[config.mk]
export PLATFORM = sky130hd
export DESIGN_NAME = hwy_cmd_seq
export DESIGN_NICKNAME = d
export VERILOG_FILES = /design/src/rtl/hwy_seq_pkg.sv /design/src/rtl/hwy_addr_step.sv /design/src/rtl/hwy_rd_word.sv /design/src/rtl/hwy_cmd_seq.sv
export SDC_FILE = /design/constraint.sdc
export NUM_CORES = 1
export LEC_CHECK = 0
export BUFFER_PORTS_ARGS = -buffer_cell sky130_fd_sc_hd__buf_2
export CORE_UTILIZATION = 48
export DETAILED_ROUTE_END_ITERATION = 8
export PLACE_DENSITY = 0.78
export SYNTH_ARGS = -nofsm -noshare
export SYNTH_HDL_FRONTEND = slang
export SYNTH_SLANG_ARGS = --single-unit
[constraint.sdc]
create_clock -name clk -period 1.2 [get_ports clk]
set_input_delay 0.18 -clock clk [delete_from_list [all_inputs] [get_ports clk]]
set_output_delay 0.18 -clock clk [all_outputs]
set_load 0.1 [all_outputs]
[src/rtl/hwy_seq_pkg.sv]
package hwy_seq_pkg;
    parameter int SA_W  = 4;
    parameter int SN_W  = 5;
    parameter int FN_W  = 5;
    parameter int CR_W  = 3;
    parameter int RD_W  = 24;
    parameter int HST_W = 16;

    typedef struct packed {
        logic            mr;
        logic            mq;
        logic [CR_W-1:0] cr;
        logic [FN_W-1:0] fn;
        logic [SN_W-1:0] sn;
        logic [SA_W-1:0] sa;
    } cmd_t;

    localparam int CMD_W = $bits(cmd_t);

    // write-type functions: top two function bits equal 2'b10
    function automatic logic is_write_fn(input logic [FN_W-1:0] fn);
        return fn[FN_W-1 -: 2] == 2'b10;
    endfunction
endpackage

[src/rtl/hwy_addr_step.sv]
module hwy_addr_step
    import hwy_seq_pkg::*;
#(
    parameter int SN_LAST = 24
) (
    input  cmd_t cur,
    input  logic q,
    output cmd_t nxt,
    output logic end_hit
);
    localparam logic [SN_W-1:0] SN_LIM = SN_W'(SN_LAST);

    always_comb begin
        nxt     = cur;
        end_hit = 1'b0;
        if (q) begin
            nxt.sa = cur.sa + SA_W'(1);
        end else begin
            nxt.sa = '0;
            nxt.sn = cur.sn + SN_W'(1);
            if (cur.sn >= SN_LIM) begin
                nxt.cr  = '0;
                end_hit = 1'b1;
            end
        end
    end
endmodule

[src/rtl/hwy_rd_word.sv]
module hwy_rd_word
    import hwy_seq_pkg::*;
(
    input  logic [RD_W-1:0]  rdata,
    input  logic             hi_sel,
    output logic [HST_W-1:0] word
);
    logic [HST_W-1:0] hi_word;

    generate
        if (RD_W > HST_W) begin : g_split
            assign hi_word = {{(2*HST_W-RD_W){1'b0}}, rdata[RD_W-1:HST_W]};
        end else begin : g_single
            assign hi_word = '0;
        end
    endgenerate

    assign word = hi_sel ? hi_word : rdata[HST_W-1:0];
endmodule

[src/rtl/hwy_cmd_seq.sv]
module hwy_cmd_seq
    import hwy_seq_pkg::*;
#(
    parameter int SN_LAST = 24
) (
    input  logic             clk,
    input  logic             rst_n,
    input  logic             cmd_wr,
    input  logic [CMD_W-1:0] cmd_word,
    input  logic             wd_wr,
    input  logic             host_rd,
    input  logic             host_rd_hi,
    input  logic             rpl_valid,
    input  logic             rpl_q,
    input  logic [RD_W-1:0]  rpl_data,
    input  logic             tmo,
    output logic             launch,
    output logic             busy,
    output logic             scan_end,
    output logic [FN_W-1:0]  cmd_fn,
    output logic [CR_W-1:0]  cmd_crate,
    output logic [SN_W-1:0]  cmd_sn,
    output logic [SA_W-1:0]  cmd_sa,
    output logic             mode_rep,
    output logic             mode_scan,
    output logic [HST_W-1:0] host_word
);
    typedef struct packed {
        cmd_t            cmd;
        logic            busy;
        logic            launch;
        logic            scan_end;
        logic [RD_W-1:0] rdata;
    } seq_t;

    seq_t s_d, s_q;
    cmd_t cmd_in, step_nxt;
    logic step_end;
    logic reply_ok, tmo_ok, launch_req;

    assign cmd_in = cmd_t'(cmd_word);

    hwy_addr_step #(.SN_LAST(SN_LAST)) u_step (
        .cur     (s_q.cmd),
        .q       (rpl_q),
        .nxt     (step_nxt),
        .end_hit (step_end)
    );

    hwy_rd_word u_rdw (
        .rdata  (s_q.rdata),
        .hi_sel (host_rd_hi),
        .word   (host_word)
    );

    always_comb begin
        s_d        = s_q;
        s_d.launch = 1'b0;
        reply_ok   = rpl_valid && s_q.busy;
        tmo_ok     = tmo && s_q.busy && !rpl_valid;
        launch_req = !s_q.busy && (
                       (cmd_wr && !is_write_fn(cmd_in.fn)) ||
                       (wd_wr && !cmd_wr && is_write_fn(s_q.cmd.fn)) ||
                       (host_rd && !host_rd_hi && !cmd_wr && s_q.cmd.mr));

        if (reply_ok) begin
            s_d.rdata = rpl_data;
            if (s_q.cmd.mq && !s_q.scan_end) begin
                s_d.cmd = step_nxt;
                if (step_end) s_d.scan_end = 1'b1;
            end
        end
        if (reply_ok || tmo_ok) s_d.busy = 1'b0;

        if (cmd_wr) begin
            s_d.cmd      = cmd_in;
            s_d.scan_end = 1'b0;
        end
        if (launch_req) begin
            s_d.launch = 1'b1;
            s_d.busy   = 1'b1;
        end
    end

    always_ff @(posedge clk) begin
        if (!rst_n) s_q <= '0;
        else        s_q <= s_d;
    end

    assign launch    = s_q.launch;
    assign busy      = s_q.busy;
    assign scan_end  = s_q.scan_end;
    assign cmd_fn    = s_q.cmd.fn;
    assign cmd_crate = s_q.cmd.cr;
    assign cmd_sn    = s_q.cmd.sn;
    assign cmd_sa    = s_q.cmd.sa;
    assign mode_rep  = s_q.cmd.mr;
    assign mode_scan = s_q.cmd.mq;
endmodule

==> reports/qor.log <==
INFO  status         run_status=finished, violations left
INFO  status         failed_checks=setup timing
INFO  power          leakagePower=0.00148µW
INFO  critical_path  criticalPathCategory=flip-flop to primary output
INFO  floorplan      initial_utilization=50.4%
INFO  critical_path  critical_path.reg2reg.endpoint=cmd_sa[0]$_SDFFE_PN0P_
INFO  placed_design  placed_cells=380
INFO  floorplan      die_w=70.1µm
INFO  floorplan      rows=24
INFO  yosys          post_synth_instance_area=0.00222mm²
INFO  power          power.switching_fraction=35.2%
INFO  floorplan      fp.dieArea=0.00491mm²
INFO  yosys          synth_area_per_cell=8.62µm²
INFO  critical_path  worstSetupEndpoint=host_word[6]
INFO  critical_path  maximum_fanout_along_the_worst_path=2
INFO  routing        drt_wl_total=5910µm
INFO  power          netSwitchingPower=1360µW
INFO  routing        first_pass_iters=4
INFO  power          share_clk_of_total_power=24.3%
INFO  placed_design  dp_hpwl=3760µm
INFO  sta            fin_ws=-0.0745ns
INFO  critical_path  worst_ep_arrival_time=1.09ns
INFO  critical_path  reg2reg_setup_slack=0.03ns
INFO  power          comb_power_share=31.7%
INFO  placed_design  placer_congestion_estimate=0.809
INFO  sta            report.final.setup_viol=8
INFO  sta            max_slew.worst_pin.slew=0.338ns
INFO  finish         final_layout_size_suffix_gt1_share=48.7%
INFO  grt            grt_start_max_net_pins=50
INFO  routing        drt_iter0_markers=124
INFO  finish         instances_no_fill=393
INFO  power          power.share.sequential=44.0%
INFO  clock_tree     clk-insertion-delay-late=0.29ns
INFO  grt            grt_antenna_before_repair=0
INFO  sta            fin_crit=1.27ns
INFO  finish         post_layout_net_count=395
INFO  routing        drt.antenna.violating_nets=0
INFO  sta            max-slew-margin-rel=77.5%
INFO  yosys          flops_latches_synth=46
INFO  yosys          netlist-cell-type-count=34
INFO  clock_tree     reg_clk_slew_reported_paths=0.09ns
INFO  critical_path  cp-start-kind=flip-flop
INFO  finish         multi_input_comb_area=0.00121mm²
INFO  critical_path  cells_along_the_critical_path=mux2_4 > buf_12
INFO  clock_tree     clock_sinks=46
INFO  placed_design  place_ws=-0.0348ns
INFO  grt            grt_first_pass_wirelength=9190µm
INFO  sta            clock.fmax=785MHz
INFO  routing        detailroute.via_count=2068
INFO  clock_tree     numCtsBuffers=5
INFO  power          power_density=1100mW/mm²
INFO  sta            unrepaired_setup_endpoints_after_global_routing=true
INFO  placed_design  io_buffer_count=89
INFO  critical_path  crit_start=s_q[6]$_SDFFE_PN0P_
INFO  sta            period_share=106%
INFO  critical_path  timing.critical_path.slowest_stage_cell=dfxtp_2
INFO  routing        viasPerCell=5.26
INFO  grt            global_route.usage.total=23.3%
INFO  critical_path  worstPathRequired=1.02ns
INFO  yosys          synth_seq_area_share=41.4%
INFO  routing        remaining_drc_errors=0
INFO  critical_path  timing.critical_path.buf_inv=1
INFO  yosys          yosys_warnings=0
INFO  finish         layout.area.seq=960µm²
INFO  yosys          syn-num-nets=313
INFO  floorplan      chipHeight=70.1µm
INFO  sta            hold_viol=0
INFO  routing        route.detailed.wl_per_inst=15.0µm
INFO  critical_path  cp_slowest_stage_delay=0.34ns
INFO  critical_path  worst-path-stages=2
INFO  sta            worst_clock_skew_on_the_final_layout=0.00788ns
INFO  grt            grt_overflow=0
INFO  power          power.ir.vdd_worst=0.875mV
INFO  critical_path  crit_family=flip-flops
INFO  clock_tree     cts.path.max_buffers=2
INFO  clock_tree     cts_htree_levels=2
INFO  grt            first_global_vias=2011
INFO  power          internal_power=2500µW
INFO  critical_path  r2r.worst_path.cells=3
INFO  critical_path  critical_path.reg2reg.startpoint=busy$_SDFFE_PN0P_
INFO  finish         fillers=282
INFO  finish         num_antenna_cells=0
INFO  critical_path  endpoint_class_of_the_critical_path=primary output
INFO  clock_tree     cts_tree=yes
INFO  job            maxCapViolCount=0
INFO  sta            hold_ws=0.115ns
INFO  floorplan      top_level_ports=90
INFO  clock_tree     clock-root-buffer=clkbuf_8
INFO  sta            drv_slew=0
INFO  yosys          syn-instance-count=258
INFO  floorplan      core_region_area=0.00441mm²
INFO  min_path       hold_path_class=input pin to flip-flop
INFO  finish         layout-area-overhead-vs-synth=58.0%
[power by group through the flow]
stage / clock, µW / combinational (µW) / sequential (µW)
floorplan: 0 / 724 / 1760
global placement: 0 / 1120 / 1710
detailed placement: 0 / 1140 / 1720
CTS: 959 / 1200 / 1690
global route: 1030 / 1280 / 1710
finish: 939 / 1220 / 1700
[kinds of logic after synthesis]
kind of cell / after synthesis / share of synthesized area, %
and+or+nand+nor: 99 / 22.5
AOI/OAI and AO/OA: 52 / 15.4
DFF: 46 / 41.4
buffers and inverters: 39 / 10.3
muxes: 15 / 7.20
xor gates and xnor gates: 4 / 1.58
adders and majority gates: 3 / 1.69
[state kept, by name, summed over array words and instances, names as in the netlist]
register and cells:
mode_rep 1, busy 1, cmd_sn 5, cmd_sa 4, scan_end 1, cmd_crate 3, launch 1, mode_scan 1
s_q 24, cmd_fn 5
[Yosys cell counts (all sizes together)]
| cell type | n | share of area, % |
|---|---|---|
| a21o | 1 | 0.39 |
| nor3 | 1 | 0.22 |
| nand2 | 55 | 9.4 |
| nand3b | 2 | 0.68 |
| clkbuf | 7 | 1.2 |
| ha | 3 | 1.7 |
| dfxtp | 46 | 41 |
| nand4 | 2 | 0.56 |
| xnor2 | 4 | 1.6 |
| mux2i | 7 | 3.2 |
| a21oi | 7 | 1.6 |
| nor2 | 6 | 1.1 |
| o211a | 2 | 0.90 |
| inv | 6 | 1.0 |
| nor4 | 1 | 0.28 |
| or3 | 1 | 0.28 |
| a31oi | 2 | 0.56 |
| buf | 26 | 8.1 |
| o21ai | 14 | 3.2 |
| nand4b | 3 | 1.9 |
| nor2b | 14 | 3.9 |
| nor3b | 3 | 1.5 |
| nand3 | 9 | 2.0 |
| mux2 | 8 | 4.1 |
| and2 | 1 | 0.34 |
| a21boi | 26 | 8.8 |
| nand2b | 1 | 0.28 |
[layer usage]
layer	routed length (µm)	part of all wire, %	vias up	GRT usage (%)
met4	241	4.1	0	10.9
met5	0	0	-	0
met1	2410	41	966	26.5
met2	3040	51	71	41.9
li1	-	-	1009	-
met3	216	3.7	22	4.18
[stage by stage]
stage | util (%) | area, µm² | setup TNS (ns) | total power (µW)
finish | 79.6 | 3510 | -0.482 | 3860
global route | 79.6 | 3510 | -0.855 | 4020
CTS | 77.9 | 3440 | -0.415 | 3850
floorplan | - | 2320 | -0.686 | 2480
detailed placement | 71.9 | 3170 | -0.204 | 2860
global placement | 71.9 | 3170 | -0.143 | 2840
[timing repair]
action	in CTS	in global routing
hold endpoints to repair	0	0
resized for setup	51	16
endpoints found under the setup margin	8	24
cloned	0	2
hold buffers	0	0
pin swaps	0	5
buffers inserted	1	2
[placed cells by master, fill, tap and decap left out, types with 2 or more instances in the layout]
cell	synthesis	final
buf_4	20	13
nor2b_1	14	6
nand3b_1	2	2
nor2_1	5	5
nand2_1	54	54
a31oi_1	2	2
nand4b_1	2	2
mux2_4	0	8
o21ai_0	13	13
dfxtp_1	46	21
nand3_1	9	9
xnor2_1	4	4
a21boi_0	17	5
a21oi_1	7	7
inv_1	6	6
buf_12	0	39
dfxtp_2	0	22
buf_6	0	3
mux2i_1	7	7
nor3b_2	2	2
a21boi_1	9	21
o211a_1	2	2
nor2b_4	0	8
nand4_1	2	2
ha_1	3	3
buf_2	6	51
clkbuf_8	0	5
dfxtp_4	0	3
[tightest hold or removal path, delay by kind of cell]
family	cells	cell delay (ns)
buffers and inverters	1	0.09
AO/OA/AOI/OAI	1	0.05
AND/OR/NAND/NOR	1	0.04
[how the worst min path moves through the flow]
stage,from,endpoint,slack [ns],cells after the start
3_3_place_gp,cmd_word[15],cmd_crate[1]$_SDFFE_PN0P_,0.41,3
3_5_place_dp,cmd_word[15],cmd_crate[1]$_SDFFE_PN0P_,0.42,3
6_report,rpl_data[17],s_q[17]$_SDFFE_PN0P_,0.11,3
4_1_cts,rpl_data[2],s_q[2]$_SDFFE_PN0P_,0.11,3
5_1_grt,rpl_data[21],s_q[21]$_SDFFE_PN0P_,0.11,3
2_1_floorplan,rpl_data[0],s_q[0]$_SDFFE_PN0P_,0.31,2
[area by class of cell]
| class | count | area share, % |
|---|---|---|
| multi-input combinational | 175 | 34.4 |
| timing repair buffer | 106 | 33.2 |
| sequential | 46 | 27.3 |
| clock buffer | 5 | 1.96 |
| tap | 52 | 1.85 |
| inverter | 6 | 0.641 |
| clock inverter | 3 | 0.570 |
Power figures use the tool's default switching activity.
